--- src/rtl/lpm_pkg.sv ---
package lpm_pkg;
  typedef enum logic [1:0] {
    MODE_RUN  = 2'd0,
    MODE_WAIT = 2'd1,
    MODE_STOP = 2'd2,
    MODE_STAB = 2'd3
  } lpm_mode_e;
endpackage

--- src/rtl/lpm_stab_timer.sv ---
module lpm_stab_timer #(
  parameter int unsigned CYC = 4064,
  parameter int unsigned W   = $clog2(CYC)
) (
  input  logic clk_i,
  input  logic rst_ni,
  input  logic load_i,
  input  logic en_i,
  output logic done_o
);
  logic [W-1:0] cnt_q;

  always_ff @(posedge clk_i or negedge rst_ni) begin
    if (!rst_ni)                  cnt_q <= '0;
    else if (load_i)              cnt_q <= W'(CYC - 1);
    else if (en_i && cnt_q != '0) cnt_q <= cnt_q - W'(1);
  end

  assign done_o = (cnt_q == '0);
endmodule

--- src/rtl/lpm_wdog_cnt.sv ---
module lpm_wdog_cnt #(
  parameter int unsigned W = 17
) (
  input  logic clk_i,
  input  logic rst_ni,
  input  logic clr_i,
  input  logic en_i,
  output logic ovf_o
);
  logic [W-1:0] cnt_q;

  always_ff @(posedge clk_i or negedge rst_ni) begin
    if (!rst_ni)    cnt_q <= '0;
    else if (clr_i) cnt_q <= '0;
    else if (en_i)  cnt_q <= cnt_q + W'(1);  // wraps to zero on overflow
  end

  assign ovf_o = en_i & (&cnt_q);
endmodule

--- src/rtl/lpm_mode_fsm.sv ---
module lpm_mode_fsm
  import lpm_pkg::*;
#(
  parameter int unsigned N_INT = 4
) (
  input  logic             clk_i,
  input  logic             rst_ni,
  input  logic             stop_req_i,
  input  logic             wait_req_i,
  input  logic             ext_rst_i,
  input  logic             irq_pin_i,
  input  logic [N_INT-1:0] int_req_i,
  input  logic             cme_i,
  input  logic             wdog_svc_i,
  input  logic             wdog_ovf_i,
  input  logic             stab_done_i,
  output lpm_mode_e        mode_o,
  output logic             stab_load_o,
  output logic             wdog_clr_o,
  output logic             clr_imask_o,
  output logic             cmon_rst_o
);
  lpm_mode_e mode_q, mode_d;
  logic      wake_rst_q;
  logic      clr_imask_q, cmon_rst_q;
  logic      stop_wake, wait_wake, cmon_hit, stab_end;

  assign stop_wake = ext_rst_i | irq_pin_i;
  assign wait_wake = stop_wake | (|int_req_i);
  assign cmon_hit  = (mode_q == MODE_RUN) & stop_req_i & cme_i;
  assign stab_end  = (mode_q == MODE_STAB) & stab_done_i;

  always_comb begin
    mode_d      = mode_q;
    stab_load_o = 1'b0;
    unique case (mode_q)
      MODE_RUN: begin
        if (!wdog_ovf_i) begin
          if (stop_req_i) begin
            if (!cme_i) mode_d = MODE_STOP;  // enabled monitor resets instead
          end else if (wait_req_i) begin
            mode_d = MODE_WAIT;
          end
        end
      end
      MODE_WAIT: if (wdog_ovf_i || wait_wake) mode_d = MODE_RUN;
      MODE_STOP: begin
        if (stop_wake) begin
          mode_d      = MODE_STAB;
          stab_load_o = 1'b1;
        end
      end
      MODE_STAB: if (wdog_ovf_i || stab_done_i) mode_d = MODE_RUN;
      default:   mode_d = MODE_RUN;
    endcase
  end

  always_ff @(posedge clk_i or negedge rst_ni) begin
    if (!rst_ni) begin
      mode_q      <= MODE_RUN;
      wake_rst_q  <= 1'b0;
      clr_imask_q <= 1'b0;
      cmon_rst_q  <= 1'b0;
    end else begin
      mode_q      <= mode_d;
      clr_imask_q <= (mode_q == MODE_RUN) &&
                     (mode_d == MODE_WAIT || mode_d == MODE_STOP);
      cmon_rst_q  <= cmon_hit;
      if (mode_q == MODE_STOP && stop_wake) wake_rst_q <= ext_rst_i;
    end
  end

  assign wdog_clr_o = ((mode_q == MODE_RUN) && (mode_d == MODE_STOP))
                    | cmon_hit
                    | ((mode_q == MODE_RUN) & wdog_svc_i)
                    | (stab_end & wake_rst_q);

  assign mode_o      = mode_q;
  assign clr_imask_o = clr_imask_q;
  assign cmon_rst_o  = cmon_rst_q;
endmodule

--- src/rtl/lpm_wdog_ctrl.sv ---
module lpm_wdog_ctrl
  import lpm_pkg::*;
#(
  parameter int unsigned WDOG_W   = 17,
  parameter int unsigned STAB_CYC = 4064,
  parameter int unsigned N_INT    = 4
) (
  input  logic             clk_i,
  input  logic             rst_ni,
  input  logic             stop_req_i,
  input  logic             wait_req_i,
  input  logic             ext_rst_i,
  input  logic             irq_pin_i,
  input  logic [N_INT-1:0] int_req_i,
  input  logic             cme_i,
  input  logic             wdog_svc_i,
  output logic             osc_en_o,
  output logic             cpu_clk_en_o,
  output logic             per_clk_en_o,
  output logic             clr_imask_o,
  output logic             stab_busy_o,
  output logic             wdog_rst_o,
  output logic             cmon_rst_o
);
  localparam int unsigned STAB_W = $clog2(STAB_CYC);

  lpm_mode_e mode;
  logic      stab_load, stab_done, wdog_clr, wdog_ovf, wdog_rst_q;

  lpm_mode_fsm #(.N_INT(N_INT)) u_fsm (
    .clk_i       (clk_i),
    .rst_ni      (rst_ni),
    .stop_req_i  (stop_req_i),
    .wait_req_i  (wait_req_i),
    .ext_rst_i   (ext_rst_i),
    .irq_pin_i   (irq_pin_i),
    .int_req_i   (int_req_i),
    .cme_i       (cme_i),
    .wdog_svc_i  (wdog_svc_i),
    .wdog_ovf_i  (wdog_ovf),
    .stab_done_i (stab_done),
    .mode_o      (mode),
    .stab_load_o (stab_load),
    .wdog_clr_o  (wdog_clr),
    .clr_imask_o (clr_imask_o),
    .cmon_rst_o  (cmon_rst_o)
  );

  lpm_stab_timer #(.CYC(STAB_CYC), .W(STAB_W)) u_stab (
    .clk_i  (clk_i),
    .rst_ni (rst_ni),
    .load_i (stab_load),
    .en_i   (mode == MODE_STAB),
    .done_o (stab_done)
  );

  lpm_wdog_cnt #(.W(WDOG_W)) u_wdog (
    .clk_i  (clk_i),
    .rst_ni (rst_ni),
    .clr_i  (wdog_clr),
    .en_i   (mode != MODE_STOP),
    .ovf_o  (wdog_ovf)
  );

  always_ff @(posedge clk_i or negedge rst_ni) begin
    if (!rst_ni) wdog_rst_q <= 1'b0;
    else         wdog_rst_q <= wdog_ovf;
  end

  assign osc_en_o     = (mode != MODE_STOP);
  assign cpu_clk_en_o = (mode == MODE_RUN);
  assign per_clk_en_o = (mode == MODE_RUN) || (mode == MODE_WAIT);
  assign stab_busy_o  = (mode == MODE_STAB);
  assign wdog_rst_o   = wdog_rst_q;
endmodule

--- config.mk ---
export PLATFORM = sky130hd
export DESIGN_NAME = lpm_wdog_ctrl
export DESIGN_NICKNAME = d
export VERILOG_FILES = /design/src/rtl/lpm_pkg.sv /design/src/rtl/lpm_stab_timer.sv /design/src/rtl/lpm_wdog_cnt.sv /design/src/rtl/lpm_mode_fsm.sv /design/src/rtl/lpm_wdog_ctrl.sv
export SDC_FILE = /design/constraint.sdc
export NUM_CORES = 1
export LEC_CHECK = 0
export BUFFER_PORTS_ARGS = -buffer_cell sky130_fd_sc_hd__clkbuf_2
export CORE_MARGIN = 2
export CORE_UTILIZATION = 40
export CTS_CLUSTER_DIAMETER = 150
export DETAILED_ROUTE_END_ITERATION = 8
export SYNTH_ARGS = -nofsm -noshare
export SYNTH_HDL_FRONTEND = slang
export SYNTH_SLANG_ARGS = --single-unit
--- constraint.sdc ---
create_clock -name clk_i -period 3.25 [get_ports clk_i]
set_clock_uncertainty 0.05 [all_clocks]
set_input_delay 0.325 -clock clk_i [delete_from_list [all_inputs] [get_ports clk_i]]
set_output_delay 0.325 -clock clk_i [all_outputs]
set_load 0.05 [all_outputs]
==> flow_metrics.py, run 1 <==
metrics = {
    "final_layout": {
        "diodes": 0,
        "fin_nets": 228,
        "area_growth_pct": 10.47,
        "drive_above_1_share": 0.1596,
        "design_area_um2": 2073,
        "layout_common_cells": "dfrtp_1 (35), nor2_1 (24), clkbuf_2 (18)",
        "fill_cells": 430,
        "final_common_cell": "dfrtp_1",
    },
    "timing": {
        "max_freq_ghz": 0.3775,
        "finalCritPeriodShare": 0.8152,
        "tightest_slew_ps": 916.1,
        "rsz0062_at_grt": "false",
        "setup_tns_ps": 0,
        "report.final.slew_viol_count": 0,
        "period_needed_ps": 2649,
        "hold_viol_final": 0,
        "maxSlewHeadroom": 0.3806,
        "holdWs_ps": 100.0,
        "setup_viol": 0,
    },
    "grt": {
        "grtUsageTotal": 0.1656,
        "antenna_found_initial": 0,
        "grt_pass1_wl_um": 6768,
        "grt_pass1_vias": 1431,
        "grt_overflow": 0,
        "grt_max_degree": 36,
    },
    "yosys": {
        "synth_warnings": 0,
        "ys_seq_area_frac": 0.4667,
        "syn-cell-area_um2": 1877,
        "yosys.area.top_type": "dfrtp_1",
        "synthCells": 192,
        "synthFlopType": "dfrtp_1",
        "yosysUniqueCellTypes": 41,
        "synthTopCellsByArea": "dfrtp_1 (47%), nor2_1 (4.8%), xor2_1 (3.7%)",
        "synth_edf_count": 0,
        "async_flop_share": 1.000,
        "yosys_register_bits": 35,
        "synth_fp_nets": 208,
        "synth_top_cell_area_share": 0.4667,
        "syn_area_per_cell_um2": 9.775,
    },
    "worst_setup_path": {
        "crit_arrival_ps": 2810,
        "cp-start-kind": "register",
        "cp-end-kind": "register",
        "path_max_fanout": 17,
        "slowest_stage": "dfrtp_1",
        "cp_top_family": "simple AND/OR/NAND/NOR gates",
        "cp.required_ps": 3410,
        "crit_path_cell_trace": "and4_1 -> nand4_1 -> nor2_1 -> ha_1 -> nor4_1 -> nand4_1 -> o211a_1 -> ha_1 -> nor2_1 -> nand2_1 -> a32o_2 -> a21oi_1",
        "critPathKind": "register to register",
        "crit_buf_inv": 0,
        "critPathMaxStageDelay_ps": 420,
    },
    "drt": {
        "post_drt_via_cell_ratio": 5.513,
        "vias": 1461,
        "drc_errors": 0,
        "first_iter_violations": 98,
        "firstDrtPassIters": 4,
        "routed_wl_um": 3798,
        "final_antenna_net_count": 0,
        "avgRoutedWirePerCell_um": 14.33,
    },
    "die": {
        "die_h_um": 72.50,
        "die_x_um": 72.50,
        "coreArea_um2": 4444,
        "die_area_um2": 5256,
        "num_rows": 24,
        "initial_core_util": 0.4223,
        "io_pins": 19,
    },
    "placement": {
        "routabilityCongestion": 0.8246,
        "io_buffers": 18,
        "dp_hpwl_um": 2614,
        "place_area_um2": 1992,
    },
    "power": {
        "leakagePower_nw": 0.9454,
        "finalPower_mw": 1.420,
        "ir_drop_uv": 236.3,
        "powerDensity_nw_per_um2": 684.8,
    },
    "clocking": {
        "cts.htree.levels": 2,
        "cts.repair.resized": 0,
        "clock_path_buffers": 2,
        "numCtsBuffers": 5,
        "cts_root_buffer": "clkbuf_8",
        "post_cts_buffers": 0,
        "cts_tree": "built",
        "hold_buffers": 0,
        "cts.sinks": 35,
        "worstSkewPairLatency_ps": 290,
        "clkTransAtPathRegs_ps": 70,
    },
    "flow_run": {
        "drv_cap": 0,
    },
    "min_path": {
        "hp-class": "primary input to async pin",
    },
    "status": {
        "status": "finished clean",
    },
}
## per-layer routing
layer | vias to the layer above | share of wire | track usage
met4 | 0 | 0.013 | 0.05144
li1 | 740 | - | -
met5 | - | 0 | 0
met3 | 5 | 0.052 | 0.04722
met1 | 683 | 0.49 | 0.2320
met2 | 33 | 0.44 | 0.2487
## synth_stat cells, types with 2 or more instances
cell type / n
and4_1: 3
inv_1: 4
nor3_1: 4
mux2i_1: 6
nor3b_1: 2
buf_2: 4
a31oi_1: 2
xor2_1: 8
or3_1: 8
nand4_1: 8
nand2_1: 13
nand3_1: 13
and2_1: 3
a21oi_1: 10
dfrtp_1: 35
or4_1: 2
and3_1: 3
o21ai_0: 13
nor2_1: 24
nand4b_1: 3
ha_1: 4
## cell families after synthesis
group                      after synthesis  synth area share
buffers and inverters                   11           0.03733
adders and majority gates                4           0.02667
DFF                                     35            0.4667
AOI/OAI and AO/OA                       32            0.1020
xor gates and xnor gates                 9           0.04200
and+or+nand+nor                         95            0.2933
muxes                                    6           0.03200
## worst paths after layout
| check | cells after the start | end | slack, ps | from |
|---|---|---|---|---|
| max reg2reg | 12 | u_wdog.cnt_q[14]$_DFFE_PN0P_ | 600 | u_wdog.cnt_q[5]$_DFFE_PN0P_ |
| min reg2reg | 1 | u_fsm.wake_rst_q$_DFFE_PN0P_ | 450 | u_fsm.wake_rst_q$_DFFE_PN0P_ |
| max in group asynchronous | 1 | u_wdog.cnt_q[5]$_DFFE_PN0P_ | 2500 | rst_ni |
| min in group clk_i | 3 | u_fsm.cmon_rst_o$_DFF_PN0_ | 250 | cme_i |
| min | 1 | u_stab.cnt_q[3]$_DFFE_PN0P_ | 100 | rst_ni |
| max | 12 | u_wdog.cnt_q[14]$_DFFE_PN0P_ | 600 | u_wdog.cnt_q[5]$_DFFE_PN0P_ |
## sequential cells by signal (all words and copies together), names as in the netlist
| register | cells |
|---|---|
| u_wdog.cnt_q | 17 |
| u_stab.cnt_q | 12 |
| u_fsm.mode_o | 2 |
| u_fsm.clr_imask_o | 1 |
| u_fsm.cmon_rst_o | 1 |
| u_fsm.wake_rst_q | 1 |
| wdog_rst_o | 1 |
## power breakdown
part | internal, mW | switching (mW) | total (mW)
Clock | 0.150 | 0.150 | 0.301
Combinational | 0.175 | 0.369 | 0.544
Sequential | 0.501 | 0.0738 | 0.575
## area by class of cell
cell class,instances,area (um^2),area share
clock inverters,1,5.005,0.002414
inverters,4,15.01,0.007242
repair buffers,20,105.1,0.05069
well taps,52,65.06,0.03138
multi-input cells,146,930.9,0.4490
clock buffers,7,76.32,0.03681
flip-flops and latches,35,875.8,0.4224
## stage by stage
step,std cells,worst slack [ps],utilization
2_1_floorplan,192,551.7,-
3_3_place_gp,257,682.4,0.4482
3_5_place_dp,257,625.6,0.4482
4_1_cts,265,599.3,0.4665
5_1_grt,265,301.8,0.4665
6_report,265,600.7,0.4665
Note: power is estimated with default switching activity, not from simulation.
==> inputs of run 2 (changes only) <==
Clock period 3.25 ns to 2.4 ns, I/O delays scaled along.
==> run 2 against run 1 <==
Die area unchanged. Total power is 49% higher. Critical path depth is the same. Clock-buffer cell count down 1. Combinational power rose by 70%. Clock power rose by 41%. Core utilization up 5.9 points. Cell area up 13%. Non-clock buffer count grew 22. Setup slack got worse by 560 ps. Critical endpoint is now u_wdog.cnt_q[5]$_DFFE_PN0P_. Largest cell class unchanged. Largest power group is now combinational cells.
==> flow_metrics.py, run 2 (synthesis results as in run 1) <==
metrics = {
    "power": {
        "powerDensity_nw_per_um2": 907.4,
        "clkPwrFrac": 0.200,
        "power_switching_uw": 884.7,
        "leakagePower_nw": 1.065,
        "p_int_mw": 1.234,
        "seqPwrFrac": 0.364,
        "comb_power_share": 0.436,
        "p_sw_frac": 0.4176,
        "ir_drop_uv": 630.1,
    },
    "drt": {
        "final_antenna_net_count": 0,
        "routed_wl_um": 4362,
        "firstDrtPassIters": 4,
        "drc_errors": 0,
        "post_drt_via_cell_ratio": 5.639,
        "vias": 1624,
        "first_iter_violations": 107,
        "avgRoutedWirePerCell_um": 15.15,
    },
    "die": {
        "initial_core_util": 0.4223,
        "io_pins": 19,
        "die_area_um2": 5256,
        "die_h_um": 72.50,
        "num_rows": 24,
        "coreArea_um2": 4444,
        "die_x_um": 72.50,
    },
    "clocking": {
        "cts.sinks": 35,
        "cts.htree.levels": 2,
        "clkTransAtPathRegs_ps": 70,
        "cts_tree": "built",
        "worstSkewPairLatency_ps": 290,
        "numCtsBuffers": 5,
        "clock_path_buffers": 2,
        "cts_root_buffer": "clkbuf_8",
    },
    "grt": {
        "use_met2": 0.2783,
        "grt_overflow": 0,
        "met3_usage": 0.04306,
        "grt_max_degree": 36,
        "antenna_found_initial": 0,
        "grtUsageTotal": 0.1834,
        "grt_pass1_wl_um": 7458,
        "grt_pass1_vias": 1565,
        "grt_use_met1": 0.2562,
        "globalRoute.busiestLayer": "met2",
    },
    "timing": {
        "maxSlewHeadroom": 0.4248,
        "period_needed_ps": 2362,
        "setup_viol": 0,
        "hold_viol_final": 0,
        "rsz0062_at_grt": "true",
        "tightest_slew_ps": 862.8,
        "report.final.slew_viol_count": 0,
        "finalCritPeriodShare": 0.9841,
        "max_freq_ghz": 0.4234,
        "holdWs_ps": 1.135,
        "setup_slack_ps": 38.24,
    },
    "placement": {
        "dp_hpwl_um": 2875,
        "routabilityCongestion": 0.9254,
        "io_buffers": 18,
        "dpl_worst_slack_ps": -25.61,
    },
    "worst_setup_path": {
        "cp-end-kind": "register",
        "cp.required_ps": 2520,
        "reg2reg_slack_ps": 40,
        "r2r_cells": 12,
        "path_max_fanout": 8,
        "cp-start-kind": "register",
        "crit_arrival_ps": 2480,
        "critPathKind": "register to register",
    },
    "final_layout": {
        "fin_nets": 252,
        "final_common_cell": "dfrtp_1",
        "largest_register_ffs": 17,
        "diodes": 0,
        "regMostFlops": "u_wdog.cnt_q",
        "drive_above_1_share": 0.3263,
        "layout_common_cells": "dfrtp_1 (35), buf_4 (24), nor2_1 (18), clkbuf_2 (18), nand3_1 (13)",
        "area_growth_pct": 24.40,
    },
    "min_path": {
        "hp-class": "primary input to async pin",
    },
    "flow_run": {
        "drv_cap": 0,
    },
    "status": {
        "status": "finished clean",
    },
}
==> run 2: layout make-up <==
type	instances	area [um^2]
Fill cell	426	2110
Multi-Input combinational cell	148	1021
Sequential cell	35	875.8
Timing Repair Buffer	42	270.3
Clock buffer	6	82.58
Tap cell	52	65.06
Inverter	4	15.01
Clock inverter	1	5.005
==> run 2: power by group through the flow <==
stage,Clock [mW],Combinational (mW),Sequential (mW)
6_report,0.425,0.923,0.771
3_5_place_dp,0,0.828,0.771
3_3_place_gp,0,0.832,0.770
5_1_grt,0.461,1.01,0.783
2_1_floorplan,0,0.615,0.774
4_1_cts,0.440,0.892,0.769
==> run 2: stage by stage <==
stage / cell area [um^2] / util / TNS [ps] / std cells / total power, mW
finish: 2335 / 0.5253 / 0 / 288 / 2.118
floorplan: 1892 / - / -415.9 / 192 / 1.390
detailed placement: 2150 / 0.4837 / -104.7 / 277 / 1.599
global route: 2335 / 0.5253 / -1523 / 288 / 2.254
CTS: 2280 / 0.5130 / 0 / 287 / 2.101
global placement: 2150 / 0.4837 / 0 / 277 / 1.602
==> run 2: critical path: stages, from the launching register on <==
cell	delay, ps
dfrtp_1	350
and4_4	240
nand4_1	150
nor2_1	170
ha_2	240
nor2_2	40
a31oi_1	180
o211a_1	190
ha_2	170
nor2_2	40
nand2_2	90
a32o_2	280
nor2_1	80
==> run 2: routing by layer <==
metal | wire, um | part of all wire | up-vias
met3 | 172 | 0.039 | 10
li1 | - | - | 803
met5 | 0 | 0 | -
met1 | 2076 | 0.48 | 784
met4 | 82 | 0.019 | 0
met2 | 2031 | 0.47 | 27
==> run 2: timing repair <==
| item | in CTS | in global routing |
|---|---|---|
| hold buffers | 0 | 0 |
| gates resized for setup | 2 | 15 |
| endpoints found under the setup margin | 14 | 17 |
| pin swaps | 4 | 11 |
| buffers inserted | 1 | 1 |
| cloned | 2 | 0 |
==> run 2: path summary, 6_finish.rpt <==
check                                            start                           to
hold reg to reg            u_stab.cnt_q[0]$_DFFE_PN0P_  u_stab.cnt_q[0]$_DFFE_PN0P_
hold / removal                                  rst_ni  u_wdog.cnt_q[8]$_DFFE_PN0P_
setup reg to reg           u_wdog.cnt_q[8]$_DFFE_PN0P_  u_wdog.cnt_q[5]$_DFFE_PN0P_
max in group asynchronous                       rst_ni  u_wdog.cnt_q[4]$_DFFE_PN0P_
min in group clk_i                               cme_i   u_fsm.cmon_rst_o$_DFF_PN0_
setup / recovery           u_wdog.cnt_q[8]$_DFFE_PN0P_  u_wdog.cnt_q[5]$_DFFE_PN0P_
==> inputs of run 3 (changes only) <==
Settings changed: HOLD_SLACK_MARGIN from default to 0.02.
Clock period 2.4 ns to 2.5 ns, I/O delays scaled along.
==> run 3 against run 2 <==
Non-clock buffer count shrank 7. First-iteration DRC count shrank 35%. Critical path depth is the same. Wire length shrank 4.4%. Combinational power shrank 14%. Core utilization shrank 1.6 points. Sequential cell count is the same. Global-route usage shrank 2.1 points. Sequential share of layout area grew 1.2 points. Hold slack gained 8.9 ps. Critical path type unchanged. Largest cell class unchanged. Largest power group unchanged.
==> flow_metrics.py, run 3 (synthesis results as in run 1) <==
metrics = {
    "drt": {
        "vias": 1583,
        "avgRoutedWirePerCell_um": 14.79,
        "first_iter_violations": 70,
        "post_drt_via_cell_ratio": 5.613,
        "drc_errors": 0,
        "final_antenna_net_count": 0,
        "firstDrtPassIters": 4,
        "routed_wl_um": 4170,
    },
    "final_layout": {
        "design_area_um2": 2262,
        "drive_above_1_share": 0.2783,
        "diodes": 0,
        "post-route-util": 0.5090,
        "layoutNonFillerInstCount": 282,
        "area_growth_pct": 20.53,
        "largest_register_ffs": 17,
        "final_common_cell": "dfrtp_1",
        "regMostFlops": "u_wdog.cnt_q",
        "fill_cells": 430,
        "layout_common_cells": "dfrtp_1 (35), nor2_1 (22), clkbuf_2 (18)",
        "fin_nets": 245,
    },
    "power": {
        "ir_drop_uv": 649.5,
        "clkPwrFrac": 0.204,
        "seqPwrFrac": 0.390,
        "power_switching_uw": 828.8,
        "finalPower_mw": 1.947,
        "p_int_mw": 1.118,
        "powerDensity_nw_per_um2": 860.7,
        "leakagePower_nw": 1.029,
        "p_sw_frac": 0.4257,
        "comb_power_share": 0.406,
    },
    "grt": {
        "antenna_found_initial": 0,
        "grt_pass1_vias": 1492,
        "grt_pass1_wl_um": 6734,
        "grt_overflow": 0,
        "grt_max_degree": 36,
        "grtUsageTotal": 0.1627,
    },
    "die": {
        "die_h_um": 72.50,
        "die_x_um": 72.50,
        "initial_core_util": 0.4223,
        "io_pins": 19,
        "coreArea_um2": 4444,
        "die_area_um2": 5256,
        "num_rows": 24,
    },
    "worst_setup_path": {
        "critPathKind": "register to register",
        "cp-start-kind": "register",
        "crit_arrival_ps": 2520,
        "cp-end-kind": "register",
        "cp.required_ps": 2660,
        "path_max_fanout": 8,
    },
    "timing": {
        "hold_viol_final": 0,
        "report.final.slew_viol_count": 0,
        "holdWs_ps": 10.07,
        "max_freq_ghz": 0.4238,
        "tightest_slew_ps": 864.9,
        "maxSlewHeadroom": 0.4234,
        "finalCritPeriodShare": 0.9438,
        "setup_viol": 0,
        "period_needed_ps": 2359,
    },
    "status": {
        "status": "finished clean",
    },
    "clocking": {
        "cts_tree": "built",
        "worstSkewPairLatency_ps": 290,
        "clkTransAtPathRegs_ps": 70,
        "cts.sinks": 35,
        "clock_path_buffers": 2,
        "numCtsBuffers": 5,
        "cts_root_buffer": "clkbuf_8",
        "cts.htree.levels": 2,
    },
    "flow_run": {
        "drv_cap": 0,
    },
    "placement": {
        "routabilityCongestion": 0.9129,
        "dp_hpwl_um": 2658,
        "place_area_um2": 2102,
        "dp_cells": 271,
        "io_buffers": 18,
    },
    "min_path": {
        "hp-class": "primary input to async pin",
    },
}
## run 3: cell types whose count changed in the layout (fill, tap and decap cells not counted), moves of 2 or more
cell,before,now
nor2_2,6,2
buf_4,24,17
nor2_1,18,22
a21oi_2,8,6
a21oi_1,3,5
## run 3: layout make-up
type / instances / area (um^2) / share of cell area
clock buffer: 6 / 72.57 / 0.03208
clock inverter: 2 / 12.51 / 0.005531
inverter: 4 / 15.01 / 0.006637
multi-input combinational: 148 / 1003 / 0.4436
sequential: 35 / 875.8 / 0.3872
tap: 52 / 65.06 / 0.02876
timing repair buffer: 35 / 217.7 / 0.09624
## run 3: worst paths after layout
check | endpoint | slack [ps] | cells after the start | from
setup / recovery | u_wdog.cnt_q[9]$_DFFE_PN0P_ | 140 | 12 | u_wdog.cnt_q[7]$_DFFE_PN0P_
hold / removal | u_stab.cnt_q[2]$_DFFE_PN0P_ | 10 | 1 | rst_ni
setup reg to reg | u_wdog.cnt_q[9]$_DFFE_PN0P_ | 140 | 12 | u_wdog.cnt_q[7]$_DFFE_PN0P_
hold reg to reg | u_stab.cnt_q[0]$_DFFE_PN0P_ | 450 | 1 | u_stab.cnt_q[0]$_DFFE_PN0P_
max in group asynchronous | u_wdog.cnt_q[9]$_DFFE_PN0P_ | 1830 | 1 | rst_ni
min in group clk_i | u_fsm.cmon_rst_o$_DFF_PN0_ | 180 | 3 | cme_i
## run 3: metrics by stage
| stage | setup WS (ps) | TNS [ps] |
|---|---|---|
| after floorplan | 4.737 | 0 |
| after global placement | 48.29 | 0 |
| after detailed placement | 1.918 | 0 |
| after CTS | 1.626 | 0 |
| after global routing | -31.46 | -311.2 |
| final | 140.6 | 0 |
## run 3: critical path, cell delays in order (launching register included)
cell	delay, ps
dfrtp_1	390
and4_1	220
nand4_1	120
nor2_1	60
ha_2	190
nor4_2	160
nand4_1	160
o211a_1	160
ha_2	180
nor2_2	80
nand2_2	80
a32o_2	320
nor2_1	120
## run 3: power by group through the flow
stage / clock (mW) / sequential, mW / combinational [mW]
6_report: 0.398 / 0.760 / 0.790
5_1_grt: 0.436 / 0.776 / 0.873
4_1_cts: 0.409 / 0.749 / 0.740
3_5_place_dp: 0 / 0.758 / 0.725
3_3_place_gp: 0 / 0.760 / 0.720
2_1_floorplan: 0 / 0.743 / 0.586
## run 3: metal layers
metal  up-vias  routed length [um]  track usage
met5         -                   0            0
met1       749                2089       0.2368
met4         0                  51      0.05350
met3         6                 165      0.03333
met2        41                1863       0.2436
li1        787                   -            -
## run 3: what timing repair did
item	in CTS	in global routing
endpoints found under the setup margin	5	17
setup buffers	0	1
resized for setup	1	10
hold buffers	0	0
gates cloned	0	2
pin swaps	0	13
